$ cat src/rtl/evr_pkg.sv
package evr_pkg;
  typedef enum logic [1:0] {
    SEL_OFF  = 2'd0,
    SEL_A    = 2'd1,
    SEL_B    = 2'd2,
    SEL_WAKE = 2'd3
  } evr_sel_e;

  localparam int unsigned EVR_ALARMS = 2;
endpackage

$ cat src/rtl/evr_alarm_flag.sv
module evr_alarm_flag (
  input  logic clk,
  input  logic rst,
  input  logic evt_i,
  input  logic clr_i,
  input  logic autoclr_i,
  input  logic tick_i,
  output logic flag_o
);
  always_ff @(posedge clk) begin
    if (rst) begin
      flag_o <= 1'b0;
    end else if (flag_o) begin
      if (clr_i || (autoclr_i && tick_i)) flag_o <= 1'b0;
    end else if (evt_i) begin
      flag_o <= 1'b1;
    end
  end

  a_r5_set: assert property (@(posedge clk) disable iff (rst)
    (!flag_o && evt_i) |=> flag_o);
  a_r6_hold: assert property (@(posedge clk) disable iff (rst)
    (flag_o && !clr_i && !(autoclr_i && tick_i)) |=> flag_o);
  a_r7_autoclear: assert property (@(posedge clk) disable iff (rst)
    (flag_o && autoclr_i && tick_i) |=> !flag_o);
  a_r8_swclear: assert property (@(posedge clk) disable iff (rst)
    (flag_o && clr_i) |=> !flag_o);
endmodule

$ cat src/rtl/evr_route_mux.sv
module evr_route_mux
  import evr_pkg::*;
(
  input  logic [EVR_ALARMS-1:0] alarm_flag_i,
  input  logic                  wake_flag_i,
  input  logic                  tamper_flag_i,
  input  logic [1:0]            route_sel_i,
  input  logic                  tamper_route_i,
  output logic                  routed_o
);
  logic chosen;

  always_comb begin
    unique case (evr_sel_e'(route_sel_i))
      SEL_A:    chosen = alarm_flag_i[0];
      SEL_B:    chosen = alarm_flag_i[1];
      SEL_WAKE: chosen = wake_flag_i;
      default:  chosen = 1'b0;
    endcase
    routed_o = chosen | (tamper_route_i & tamper_flag_i);
  end
endmodule

$ cat src/rtl/evr_pad_drive.sv
module evr_pad_drive (
  input  logic clk,
  input  logic rst,
  input  logic routed_i,
  input  logic invert_i,
  input  logic open_drain_i,
  output logic pin_o,
  output logic pin_oe_o
);
  logic level;

  always_comb level = routed_i ^ invert_i;

  always_ff @(posedge clk) begin
    if (rst) begin
      pin_o    <= 1'b0;
      pin_oe_o <= 1'b1;
    end else begin
      pin_o    <= level;
      pin_oe_o <= open_drain_i ? ~level : 1'b1;
    end
  end

  a_r9_pushpull: assert property (@(posedge clk) disable iff (rst)
    !open_drain_i |=> pin_oe_o);
  a_r9_opendrain: assert property (@(posedge clk) disable iff (rst)
    open_drain_i |=> (pin_oe_o != pin_o));
endmodule

$ cat src/rtl/evr_router.sv
module evr_router
  import evr_pkg::*;
(
  input  logic       clk,
  input  logic       rst,
  input  logic       tick_i,
  input  logic [1:0] alarm_evt_i,
  input  logic [1:0] alarm_clr_i,
  input  logic [1:0] alarm_autoclr_i,
  input  logic       wake_flag_i,
  input  logic       tamper_flag_i,
  input  logic [1:0] route_sel_i,
  input  logic       tamper_route_i,
  input  logic       invert_i,
  input  logic       open_drain_i,
  output logic [1:0] alarm_flag_o,
  output logic       pin_o,
  output logic       pin_oe_o
);
  logic routed;

  for (genvar g = 0; g < EVR_ALARMS; g++) begin : g_alarm
    evr_alarm_flag flag_i (
      .clk       (clk),
      .rst       (rst),
      .evt_i     (alarm_evt_i[g]),
      .clr_i     (alarm_clr_i[g]),
      .autoclr_i (alarm_autoclr_i[g]),
      .tick_i    (tick_i),
      .flag_o    (alarm_flag_o[g])
    );
  end

  evr_route_mux mux_i (
    .alarm_flag_i   (alarm_flag_o),
    .wake_flag_i    (wake_flag_i),
    .tamper_flag_i  (tamper_flag_i),
    .route_sel_i    (route_sel_i),
    .tamper_route_i (tamper_route_i),
    .routed_o       (routed)
  );

  evr_pad_drive drive_i (
    .clk          (clk),
    .rst          (rst),
    .routed_i     (routed),
    .invert_i     (invert_i),
    .open_drain_i (open_drain_i),
    .pin_o        (pin_o),
    .pin_oe_o     (pin_oe_o)
  );

  a_r4_idle_level: assert property (@(posedge clk) disable iff (rst)
    (route_sel_i == SEL_OFF && !tamper_route_i) |=> (pin_o == $past(invert_i)));
  a_r3_tamper_active: assert property (@(posedge clk) disable iff (rst)
    (tamper_route_i && tamper_flag_i) |=> (pin_o != $past(invert_i)));
  a_r2_route_a: assert property (@(posedge clk) disable iff (rst)
    (route_sel_i == SEL_A && !tamper_route_i) |=> (pin_o == ($past(alarm_flag_o[0]) ^ $past(invert_i))));
endmodule

$ cat config.mk
export PLATFORM = sky130hd
export DESIGN_NAME = evr_router
export DESIGN_NICKNAME = d
export VERILOG_FILES = /design/src/rtl/evr_pkg.sv /design/src/rtl/evr_alarm_flag.sv /design/src/rtl/evr_route_mux.sv /design/src/rtl/evr_pad_drive.sv /design/src/rtl/evr_router.sv
export SDC_FILE = /design/constraint.sdc
export NUM_CORES = 1
export LEC_CHECK = 0
export BUFFER_PORTS_ARGS = -buffer_cell sky130_fd_sc_hd__buf_4
export CAP_MARGIN = 10
export CORE_AREA = 2 2 39 41
export CTS_CLUSTER_DIAMETER = 150
export DETAILED_ROUTE_END_ITERATION = 8
export DIE_AREA = 0 0 41 43
export SYNTH_ARGS = -nofsm -noshare
export SYNTH_HDL_FRONTEND = slang
export SYNTH_SLANG_ARGS = --single-unit
$ cat constraint.sdc
create_clock -name clk -period 1.7 [get_ports clk]
set_input_delay 0.17 -clock clk [delete_from_list [all_inputs] [get_ports clk]]
set_output_delay 0.17 -clock clk [all_outputs]
set_load 0.1 [all_outputs]
### After elaboration in Yosys (flattened, before gate mapping)

Cells that the tools add are included.

* register bits after elaboration: 4
* input port bits: 16
* logic and storage cells: 24

* eq/ne operators: 3
* muxes and demuxes: 7
* bitwise logic cells: 5
* reductions and logical operators: 5

Operators with widths (number)
* $mux 1: 6
* $eq 2x2->1 const B: 2
* $pmux 1 s3: 1
* $eq 2x1->1 const B: 1
* $logic_and 1x1->1: 2
* $logic_or 1x1->1: 2
* $not 1->1: 2
* $reduce_or 2->1: 1
* $and 1x1->1: 1
* $or 1x1->1: 1
* $xor 1x1->1: 1

### Logic depth before layout (Yosys ltp)

Gate-level depths: netlist of the first run.

* word-level depth: 5
* gate-level depth with buffers: 3
* depth with buffers taken out: 3

### Cells and area by module

From an unflattened synthesis of the first run, not the netlist that was laid out.

* cell total of the unflattened synthesis: 16
* area total of the unflattened synthesis: 170.2 um2

Modules (own cells, without submodules)
* evr_alarm_flag: instances 2, cells each 4, area each 38.8 um2
* evr_pad_drive: instances 1, cells each 5, area each 61.3 um2
* evr_route_mux: instances 1, cells each 3, area each 31.3 um2

### Worst setup path after synthesis of the first run

OpenSTA, ideal clock, no wires.

* path type: reg2reg
* from: register g_alarm[1].flag_i.flag_o
* to: register drive_i.pin_o
* setup time: 72 ps
* arrival: 1172 ps
* data required time: 1628 ps
* slack: 456 ps
* cell stages (with the launch flop): 4
* clock period less this slack: 1244 ps
* cell sequence: dfxtp_1 -> mux2_1 -> a222oi_1 -> mux2i_1

* word-level cells in the longest chain between the ends: 3

RTL lines
* start: declaration: RTL line evr_alarm_flag.sv:8 `output logic flag_o`
* start signal: assignment: RTL line evr_alarm_flag.sv:12 `flag_o <= 1'b0;`
* start signal: assignment: RTL line evr_alarm_flag.sv:14 `if (clr_i || (autoclr_i && tick_i)) flag_o <= 1'b0;`
* start signal: assignment: RTL line evr_alarm_flag.sv:16 `flag_o <= 1'b1;`
* $pmux 1 s3: RTL line evr_route_mux.sv:14 `unique case (evr_sel_e'(route_sel_i))`
* $or 1x1->1: RTL line evr_route_mux.sv:20 `routed_o = chosen | (tamper_route_i & tamper_flag_i);`
* $xor 1x1->1: RTL line evr_pad_drive.sv:12 `always_comb level = routed_i ^ invert_i;`
* end signal: assignment: RTL line evr_pad_drive.sv:19 `pin_o <= level;`
* end: declaration: RTL line evr_pad_drive.sv:7 `output logic pin_o,`

No other way between the ends.
A chain may end at the register's enable or synchronous reset.

### Worst setup path after layout of the first run

* from: register g_alarm[1].flag_i.flag_o
* to: register drive_i.pin_oe_o

* word-level cells in the longest chain between the ends: 4

RTL lines
* $pmux 1 s3: RTL line evr_route_mux.sv:14
* $or 1x1->1: RTL line evr_route_mux.sv:20
* $xor 1x1->1: RTL line evr_pad_drive.sv:12
* $not 1->1: RTL line evr_pad_drive.sv:20 `pin_oe_o <= open_drain_i ? ~level : 1'b1;`
* end signal: assignment: RTL line evr_pad_drive.sv:20
* end: declaration: RTL line evr_pad_drive.sv:8 `output logic pin_oe_o`

No other way between the ends.

==> results of run 1 <==
-- metal layers --
layer  up-vias  wire, µm  global-route usage, %
met5         -         0                      0
met1        91       156                   6.07
met2         9       260                   9.06
met3         0        48                   3.14
li1        114         -                      -
met4         0         0                   8.00
-- logic make-up after synthesis --
family | after synthesis | share of synthesized area, %
simple gates | 7 | 17.6
mux | 5 | 24.8
buf+inv | 3 | 9.09
compound gates | 3 | 9.70
flops | 4 | 38.8
-- worst register-to-register path, stage by stage (launching register included) --
cell and delay (ns):
dfxtp_1 0.32, mux2_1 0.28, a222oi_1 0.42, mux2i_1 0.23
-- synth_stat cells (all sizes together) --
cell,n
nor2,4
buf,2
a21oi,2
mux2i,4
a222oi,1
mux2,1
inv,1
nand2b,1
nor2b,1
or2,1
dfxtp,4
-- power breakdown --
group | total (µW) | internal [µW] | switching (µW)
logic | 111 | 42.8 | 67.9
registers | 105 | 102 | 3.75
clock network | 113 | 78.7 | 34.2
total | 329 | 223 | 106
-- flip-flops by register name (all words and copies together) (netlist names) --
register,cells
g_alarm.flag_i.flag_o,2
drive_i.pin_oe_o,1
drive_i.pin_o,1
-- path summary, 6_finish.rpt --
check	cells past startpoint	to	start
setup / recovery	3	drive_i.pin_oe_o$_SDFF_PP1_	g_alarm[1].flag_i.flag_o$_SDFF_PP0_
hold / removal	2	g_alarm[0].flag_i.flag_o$_SDFF_PP0_	rst
setup reg to reg	3	drive_i.pin_oe_o$_SDFF_PP1_	g_alarm[1].flag_i.flag_o$_SDFF_PP0_
hold reg to reg	2	g_alarm[1].flag_i.flag_o$_SDFF_PP0_	g_alarm[1].flag_i.flag_o$_SDFF_PP0_
-- through the flow --
stage | setup slack [ns] | util (%) | instance area, µm²
finish | 0.386 | 27.2 | 377
global route | 0.264 | 27.2 | 377
CTS | 0.343 | 27.2 | 377
detailed placement | 0.350 | 25.6 | 354
global placement | 0.390 | 25.6 | 354
floorplan | 0.456 | - | 206
-- cell type report --
class | instances | area share [%]
Multi-Input combinational cell | 15 | 28.6
Tap cell | 16 | 5.32
Clock buffer | 3 | 5.98
Sequential cell | 4 | 21.3
Timing Repair Buffer | 19 | 37.9
Inverter | 1 | 0.997
==> metrics.cfg, run 1 <==
[global_routing]
grt-ovfl-total = 0
grt_pass1_wl_um = 717
grt_pass1_vias = 201
antenna_found_initial = 0
grtUsageTotal_pct = 6.61
grt_max_degree = 5

[min_path]
hp-class = input port to register

[worst_setup_path]
worstSetupStartpointType = register
critPathMaxStageDelay_ns = 0.42
worst_path_dominant_cell_family = multiplexers
r2r_slack_ns = 0.39
cp_max_fo = 3
arrival_ns = 1.47
endpoint_kind = register
path_buf_inv = 0
setup.worst_path.class = register to register
cp.required_ns = 1.86
path_cells = mux2_1 > a222oi_1 > mux2i_1
cp_slowest_cell = a222oi_1

[route]
drt_iter0_markers = 2
drc = 0
postRouteAntennaNets = 0
drt_wl_total_um = 466
routed_via_density = 3.69
dr.pass1.iters = 4
routedWlPerCell_um = 8.03
route.vias.total = 214

[finish]
multi_input_area_um2 = 108
fin_cells = 58
antennaDiodeCount = 0
final_nets = 60
final_common_cell = buf_4
fill_cells = 163
area_growth_pct = 82.4
drive_above_1_share_pct = 57.1
ff_latch_area_um2 = 80.1
mostFrequentLayoutCells = 19 x buf_4, 4 x mux2i_1, 4 x nor2_1, 4 x dfxtp_1, 3 x clkbuf_4

[cts]
post_cts_buffers = 0
holdBufCountCts = 0
cts.clk_slew.worst_paths_ns = 0.04
post_cts_resized = 0
cts_tree = done
cts_made_buffers = 3
htreeDepth = 1
worstSkewPairLatency_ns = 0.23
cts.sinks = 4
cts-root-buf = clkbuf_4
cts_buffer_depth = 2

[sta]
slew_viol_final = 0
fin_crit_sh_pct = 77.3
rsz0062_at_grt = false
fmax_mhz = 761
setup_viol = 0
fin_skew_ns = 0.000823
finalHoldViolCount = 0
worst_pin_slew_ns = 0.491
period_minus_slack_ns = 1.31
whs_ns = 0.120
setup_tns_ns = 0
slew-limit-headroom_pct = 67.3

[synthesis]
syn_inst = 22
syn_nets = 38
synth_area_um2 = 206
synth_top_cell_by_area = dfxtp_1
synth-seq-area-share_pct = 38.8
yosysWarnings = 0
ys_top_cells_by_area = dfxtp_1 39%, mux2i_1 19%, buf_4 7.3%
postSynthAreaPerCell_um2 = 9.38
synth.ff_latch_count = 4
synth.distinct_cells = 11
synth_top_area_share_pct = 38.8

[placement]
portBuffers = 19
dp.cells = 55
hpwl_um = 419
gp_congestion = 0.612

[job]
maxCapViolations = 0

[power]
finalPower_uw = 329
irDropWorstVdd_uv = 155
power_leakage_uw = 0.000191
power_density_mw_per_mm2 = 873

[floorplanning]
num_rows = 14
core_mm2 = 0.00138
floorplan.initialDensity_pct = 14.9
die_w_um = 41
ioPinCount = 20
die_y_um = 43
die_area_mm2 = 0.00176

[outcome]
status = complete, no violations

(Power assumes the default switching activity.)
==> run 2: changes to the inputs <==
Settings changed: ABC_AREA from default to 1.
Clock period 1.7 ns to 1.11 ns, I/O delays scaled along.
==> run 2 against run 1 <==
Net effect: register-to-register slack got worse by 0.16 ns; first-iteration DRC count is the same; global-route usage is 2.2 points higher; die area stayed put; largest cell class unchanged.
==> metrics.cfg, run 2 <==
[outcome]
status = complete, no violations  ; unchanged

[finish]
fill_cells = 157  ; was 163
area_growth_pct = 70.5  ; was 82.4%
final_common_cell = buf_4  ; unchanged
drive_above_1_share_pct = 43.1  ; was 57.1%
antennaDiodeCount = 0  ; unchanged
biggestRegsByFlops = g_alarm.flag_i.flag_o x2, drive_i.pin_o x1, drive_i.pin_oe_o x1  ; unchanged
multi_input_area_um2 = 109  ; was 108 µm²
top_register = g_alarm.flag_i.flag_o  ; unchanged
ff_latch_area_um2 = 80.1  ; unchanged
final_nets = 76  ; was 60
mostFrequentLayoutCells = 19 x buf_4, 10 x inv_1, 7 x nand2_1, 5 x nor2_1, 4 x dfxtp_1  ; was 19 x buf_4, 4 x mux2i_1, 4 x nor2_1, 4 x dfxtp_1, 3 x clkbuf_4
utilization_pct = 29.7  ; was 27.2%
largest_reg_flops = 2  ; unchanged

[synthesis]
synth_top_area_share_pct = 33.2  ; was 38.8%
synth_ff_type = dfxtp_1  ; unchanged
synth_common_cells = 10 x inv_1, 7 x nand2_1, 5 x nor2_1  ; was 4 x dfxtp_1, 4 x mux2i_1, 4 x nor2_1
syn_nets = 54  ; was 38
synth.ff_latch_count = 4  ; unchanged
async_flop_share_pct = 0  ; unchanged
ys_top_cells_by_area = dfxtp_1 33%, inv_1 16%, nand2_1 11%  ; was dfxtp_1 39%, mux2i_1 19%, buf_4 7.3%
synth.distinct_cells = 11  ; unchanged
postSynthAreaPerCell_um2 = 6.35  ; was 9.38 µm²
synth-seq-area-share_pct = 33.2  ; was 38.8%
syn_inst = 38  ; was 22
synth_edf_count = 0  ; unchanged
yosysMostFrequentCell = inv_1
yosysWarnings = 0  ; unchanged
synth_area_um2 = 241  ; was 206 µm²
synth_top_cell_by_area = dfxtp_1  ; unchanged

[worst_setup_path]
cp_slowest_cell = dfxtp_1  ; was a222oi_1
path_cells = buf_4  ; was mux2_1 > a222oi_1 > mux2i_1
setup.worst_path.class = register to output pin  ; was register to register
arrival_ns = 0.92  ; was 1.47 ns
cp.required_ns = 1.00  ; was 1.86 ns
reg2regPathDepth = 5  ; was 3
reg2reg_to = drive_i.pin_o$_SDFF_PP0_  ; was drive_i.pin_oe_o$_SDFF_PP1_
path_buf_inv = 1  ; was 0
worst_path_dominant_cell_family = flip-flops  ; was multiplexers
r2r_slack_ns = 0.23  ; was 0.39 ns
endpoint_kind = output pin  ; was register
critPathMaxStageDelay_ns = 0.37  ; was 0.42 ns
cp_max_fo = 4  ; was 3
crit_start = g_alarm[0].flag_i.flag_o$_SDFF_PP0_  ; was g_alarm[1].flag_i.flag_o$_SDFF_PP0_
reg2reg_from = g_alarm[1].flag_i.flag_o$_SDFF_PP0_  ; unchanged
worstSetupStartpointType = register  ; unchanged

[sta]
slew-limit-headroom_pct = 81.5  ; was 67.3%
fmax_mhz = 970
slew_viol_final = 0  ; unchanged
setup_tns_ns = 0  ; unchanged
fin_skew_ns = 0.00179  ; was 0.000823 ns
setup_viol = 0  ; unchanged
finalHoldViolCount = 0  ; unchanged
worst_pin_slew_ns = 0.280  ; was 0.491 ns
rsz0062_at_grt = false  ; unchanged
fin_crit_sh_pct = 92.8
period_minus_slack_ns = 1.03

[cts]
post_cts_buffers = 0  ; unchanged
cts_buffer_depth = 2  ; unchanged
holdBufCountCts = 0  ; unchanged
cts-root-buf = clkbuf_4  ; unchanged
post_cts_resized = 0  ; unchanged
htreeDepth = 1  ; unchanged
cts_tree = done  ; unchanged
cts_made_buffers = 3  ; unchanged
worstSkewPairLatency_ns = 0.23  ; about the same
cts.clk_slew.worst_paths_ns = 0.04  ; about the same
cts.sinks = 4  ; unchanged

[job]
maxCapViolations = 0  ; unchanged

[min_path]
min_path_cells = 3  ; was 2
hp-class = input port to register  ; unchanged
whs_endpoint = drive_i.pin_oe_o$_SDFF_PP1_  ; was g_alarm[0].flag_i.flag_o$_SDFF_PP0_
hp-start = invert_i  ; was rst

[floorplanning]
die_y_um = 43  ; unchanged
die_area_mm2 = 0.00176  ; unchanged
num_rows = 14  ; unchanged
core_mm2 = 0.00138  ; unchanged
floorplan.initialDensity_pct = 17.5  ; was 14.9%
ioPinCount = 20  ; unchanged
die_w_um = 41  ; unchanged

[route]
routedWlPerCell_um = 7.62  ; was 8.03 µm
drt_wl_total_um = 564  ; was 466 µm
drt_iter0_markers = 2  ; unchanged
route.vias.total = 293  ; was 214
drc = 0  ; unchanged
dr.pass1.iters = 4  ; unchanged
routed_via_density = 3.96  ; was 3.69
postRouteAntennaNets = 0  ; unchanged

[global_routing]
grtUsageTotal_pct = 8.84  ; was 6.61%
grt-ovfl-total = 0  ; unchanged
antenna_found_initial = 0  ; unchanged
grt_max_degree = 5  ; unchanged
grt_pass1_vias = 283  ; was 201
grt_pass1_wl_um = 993  ; was 717 µm

[power]
power_switching_uw = 191  ; was 106 µW
irDropWorstVdd_uv = 276  ; was 155 µV
power_leakage_uw = 0.000242  ; was 0.000191 µW
p_seq_share_pct = 30.5  ; was 32.0%
p_sw_share_pct = 35.8  ; was 32.2%
power_density_mw_per_mm2 = 1300  ; was 873 mW/mm²
p_int_uw = 343  ; was 223 µW
p_comb_share_pct = 35.3  ; was 33.7%
power.share.clock_pct = 34.2  ; was 34.3%

[placement]
gp_congestion = 0.672  ; was 0.612
portBuffers = 19  ; unchanged
hpwl_um = 503  ; was 419 µm

run 2: cell types whose count changed after synthesis, sizes merged, moves of 2 or more:
| cell | previous run | this run |
|---|---|---|
| o21ai | 0 | 2 |
| inv | 1 | 10 |
| mux2i | 4 | 0 |
| nand2 | 0 | 8 |
| nand3 | 0 | 3 |
run 2: layout make-up:
type / instances / area share (%)
inverter: 10 / 9.12
timing repair buffer: 19 / 34.7
tap: 16 / 4.86
sequential: 4 / 19.5
clock buffer: 3 / 5.47
multi-input combinational: 22 / 26.4
run 2: stage by stage:
step                      total power (µW)  hold WS, ns  setup WS [ns]  instances  area, µm²
final                                  534       0.0970         0.0795         74        412
after global routing                   571        0.114         0.0279         74        412
after CTS                              547       0.0959         0.0587         74        412
after detailed placement               356        0.343          0.235         71        389
after global placement                 353        0.345          0.247         71        389
after floorplan                        295        0.236         0.0900         38        241
run 2: worst max-delay path by stage:
stage	end	slack, ns	depth (start not counted)
after global placement	drive_i.pin_o$_SDFF_PP0_	0.25	5
after floorplan	pin_o	0.09	0
final	alarm_flag_o[0]	0.08	1
after global routing	alarm_flag_o[0]	0.03	1
after detailed placement	drive_i.pin_o$_SDFF_PP0_	0.24	5
after CTS	alarm_flag_o[0]	0.06	1
run 2: per-layer routing:
layer  up-vias  share of wire [%]  GRT usage (%)
met2        14                 61           14.4
met3         0                7.4           1.57
met4         0                  0           12.0
met1       127                 31           6.77
met5         -                  0              0
li1        152                  -              -
run 2: kinds of logic (layout without fill, tap and decap cells):
logic type | Yosys count | count (layout) | share of synthesized area [%]
AOI/OAI and AO/OA | 5 | 5 | 10.4
buffers and inverters | 12 | 32 | 21.8
DFF | 4 | 4 | 33.2
and+or+nand+nor | 17 | 17 | 34.7
run 2: power by group through the flow:
stage | clock network (µW) | registers, µW | logic (µW)
floorplan | 0 | 203 | 92.0
global placement | 0 | 165 | 188
detailed placement | 0 | 166 | 190
CTS | 193 | 163 | 190
global route | 206 | 164 | 202
finish | 182 | 163 | 188
==> run 3: changes to the inputs <==
Settings changed: ABC_AREA 1 to default.
==> run 3 against run 2 <==
Net effect: the flow now finishes with violations (setup timing); setup slack worse by 0.17 ns; die area is the same; largest power group unchanged; cell count decreased by 18%; sequential power is essentially flat; critical path type is now register to register; design area is 1.8% lower; utilization is 0.54 points lower.
==> metrics.cfg, run 3 (synthesized netlist as in run 1, its figures left out) <==
[global_routing]
grt_max_degree = 5  ; unchanged
grt_pass1_vias = 223  ; was 283
grtUsageTotal_pct = 7.73  ; was 8.84%
antenna_found_initial = 0  ; unchanged
grt_pass1_wl_um = 814  ; was 993 µm
grt-ovfl-total = 0  ; unchanged

[power]
power_leakage_uw = 0.000209  ; was 0.000242 µW
power_switching_uw = 166  ; was 191 µW
power.share.clock_pct = 33.3  ; was 34.2%
p_sw_share_pct = 31.9  ; was 35.8%
power_density_mw_per_mm2 = 1290  ; was 1300 mW/mm²
irDropWorstVdd_uv = 444  ; was 276 µV
p_seq_share_pct = 30.7  ; was 30.5%
p_int_uw = 355  ; was 343 µW
p_comb_share_pct = 36.1  ; was 35.3%

[worst_setup_path]
arrival_ns = 1.36  ; was 0.92 ns
r2r_slack_ns = -0.09  ; was 0.23 ns
cp_max_fo = 2  ; was 4
reg2reg_to = drive_i.pin_oe_o$_SDFF_PP1_  ; was drive_i.pin_o$_SDFF_PP0_
path_cells = mux2_4 > a222oi_1 > buf_4 > mux2i_1  ; was buf_4
reg2regPathDepth = 4  ; was 5
endpoint_kind = register  ; was output pin
critPathMaxStageDelay_ns = 0.31  ; was 0.37 ns
setup.worst_path.class = register to register  ; was register to output pin
reg2reg_from = g_alarm[1].flag_i.flag_o$_SDFF_PP0_  ; unchanged
crit_start = g_alarm[1].flag_i.flag_o$_SDFF_PP0_  ; was g_alarm[0].flag_i.flag_o$_SDFF_PP0_
cp.required_ns = 1.27  ; was 1.00 ns
worstSetupStartpointType = register  ; unchanged
cp_slowest_cell = dfxtp_2  ; was dfxtp_1

[outcome]
status = complete, but fails checks  ; was complete, no violations
violations = setup timing

[job]
maxCapViolations = 0  ; unchanged

[finish]
final_common_cell = buf_4  ; unchanged
largest_reg_flops = 2  ; unchanged
antennaDiodeCount = 0  ; unchanged
drive_above_1_share_pct = 64.4  ; was 43.1%
fill_cells = 157  ; unchanged
final_nets = 63  ; was 76
biggestRegsByFlops = g_alarm.flag_i.flag_o x2, drive_i.pin_o x1, drive_i.pin_oe_o x1  ; unchanged
top_register = g_alarm.flag_i.flag_o  ; unchanged
area_growth_pct = 95.8  ; was 70.5%
mostFrequentLayoutCells = 22 x buf_4, 4 x mux2i_1, 4 x nor2_1, 3 x clkbuf_4, 3 x dfxtp_1  ; was 19 x buf_4, 10 x inv_1, 7 x nand2_1, 5 x nor2_1, 4 x dfxtp_1

[sta]
setup_viol = 2  ; was 0
fin_skew_ns = 0.00242  ; was 0.00179 ns
rsz0062_at_grt = true  ; was false
fmax_mhz = 833  ; was 970 MHz
period_minus_slack_ns = 1.20  ; was 1.03 ns
worst_pin_slew_ns = 0.284  ; was 0.280 ns
final.setup.worst_slack_ns = -0.0900  ; was 0.0795 ns
slew-limit-headroom_pct = 81.0  ; was 81.5%
finalHoldViolCount = 0  ; unchanged
slew_viol_final = 0  ; unchanged
whs_ns = 0.0561  ; was 0.0970 ns
fin_crit_sh_pct = 108  ; was 92.8%

[floorplanning]
floorplan.initialDensity_pct = 14.9  ; was 17.5%
num_rows = 14  ; unchanged
core_mm2 = 0.00138  ; unchanged
die_area_mm2 = 0.00176  ; unchanged
die_y_um = 43  ; unchanged
die_w_um = 41  ; unchanged
ioPinCount = 20  ; unchanged

[min_path]
hp-start = rst  ; was invert_i
whs_endpoint = g_alarm[1].flag_i.flag_o$_SDFF_PP0_  ; was drive_i.pin_oe_o$_SDFF_PP1_
hp-class = input port to register  ; unchanged
min_path_cells = 2  ; was 3

[cts]
htreeDepth = 1  ; unchanged
cts_buffer_depth = 2  ; unchanged
cts.sinks = 4  ; unchanged
cts-root-buf = clkbuf_4  ; unchanged
cts_tree = done  ; unchanged
cts_made_buffers = 3  ; unchanged
holdBufCountCts = 0  ; unchanged
cts.clk_slew.worst_paths_ns = 0.04  ; about the same
post_cts_buffers = 0  ; unchanged
worstSkewPairLatency_ns = 0.23  ; about the same
post_cts_resized = 0  ; unchanged

[placement]
gp_congestion = 0.604  ; was 0.672
portBuffers = 19  ; unchanged
dp_slack_ns = -0.100  ; was 0.235 ns

[route]
route.vias.total = 238  ; was 293
routed_via_density = 3.90  ; was 3.96
routedWlPerCell_um = 8.39  ; was 7.62 µm
drt_wl_total_um = 512  ; was 564 µm
drc = 0  ; unchanged
drt_iter0_markers = 3  ; was 2
postRouteAntennaNets = 0  ; unchanged
dr.pass1.iters = 4  ; unchanged

[run 3: cell types whose count changed in the layout (fill, tap and decap cells not counted), moves of 2 or more]
| cell | before | now |
|---|---|---|
| inv_1 | 10 | 1 |
| nand2_1 | 7 | 0 |
| mux2i_1 | 0 | 4 |
| buf_4 | 19 | 22 |
| nand3_2 | 2 | 0 |
| o21ai_0 | 2 | 0 |
[run 3: worst max path at each step]
stage	endpoint	slack [ns]	cells after the start
6_report	drive_i.pin_oe_o$_SDFF_PP1_	-0.09	4
3_5_place_dp	drive_i.pin_oe_o$_SDFF_PP1_	-0.10	4
5_1_grt	drive_i.pin_oe_o$_SDFF_PP1_	-0.22	4
3_3_place_gp	drive_i.pin_oe_o$_SDFF_PP1_	-0.07	4
4_1_cts	drive_i.pin_oe_o$_SDFF_PP1_	-0.10	4
2_1_floorplan	drive_i.pin_o$_SDFF_PP0_	-0.09	3
[run 3: area by class of cell]
type / count / area (µm²) / area share [%]
timing repair buffer: 22 / 165 / 40.9
multi-input combinational: 15 / 111 / 27.6
sequential: 4 / 81.3 / 20.1
clock buffer: 3 / 22.5 / 5.57
tap: 16 / 20.0 / 4.95
inverter: 1 / 3.75 / 0.929
[run 3: metrics by stage]
| step | instances | area (µm²) | TNS, ns | power, µW | utilization, % |
|---|---|---|---|---|---|
| after detailed placement | 58 | 382 | -0.194 | 352 | 27.6 |
| after CTS | 61 | 404 | -0.204 | 534 | 29.2 |
| final | 61 | 404 | -0.175 | 521 | 29.2 |
| after global placement | 58 | 382 | -0.122 | 350 | 27.6 |
| after floorplan | 22 | 211 | -0.189 | 282 | - |
| after global routing | 61 | 404 | -0.424 | 553 | 29.2 |
[run 3: what timing repair did]
item / CTS / global route
pin swaps: 0 / 0
setup endpoints to repair: 2 / 2
gates cloned: 0 / 0
[run 3: power groups by stage]
stage | combinational (µW) | sequential, µW | clock, µW
after global routing | 200 | 161 | 193
after CTS | 190 | 160 | 184
after floorplan | 77.5 | 204 | 0
final | 188 | 160 | 173
after global placement | 188 | 162 | 0
after detailed placement | 190 | 162 | 0
[run 3: critical path, delay by kind of cell (launching register included)]
| family | cells | cell delay (ns) |
|---|---|---|
| AO/OA/AOI/OAI | 1 | 0.23 |
| flip-flops | 1 | 0.31 |
| buffers and inverters | 1 | 0.18 |
| multiplexers | 2 | 0.41 |
[run 3: metal layers]
metal / wire length, µm / track usage, % / up-vias
met5: 0 / 0 / -
met4: 19 / 10.0 / 0
met3: 70 / 4.71 / 2
met2: 223 / 8.44 / 17
met1: 198 / 8.36 / 97
li1: - / - / 122
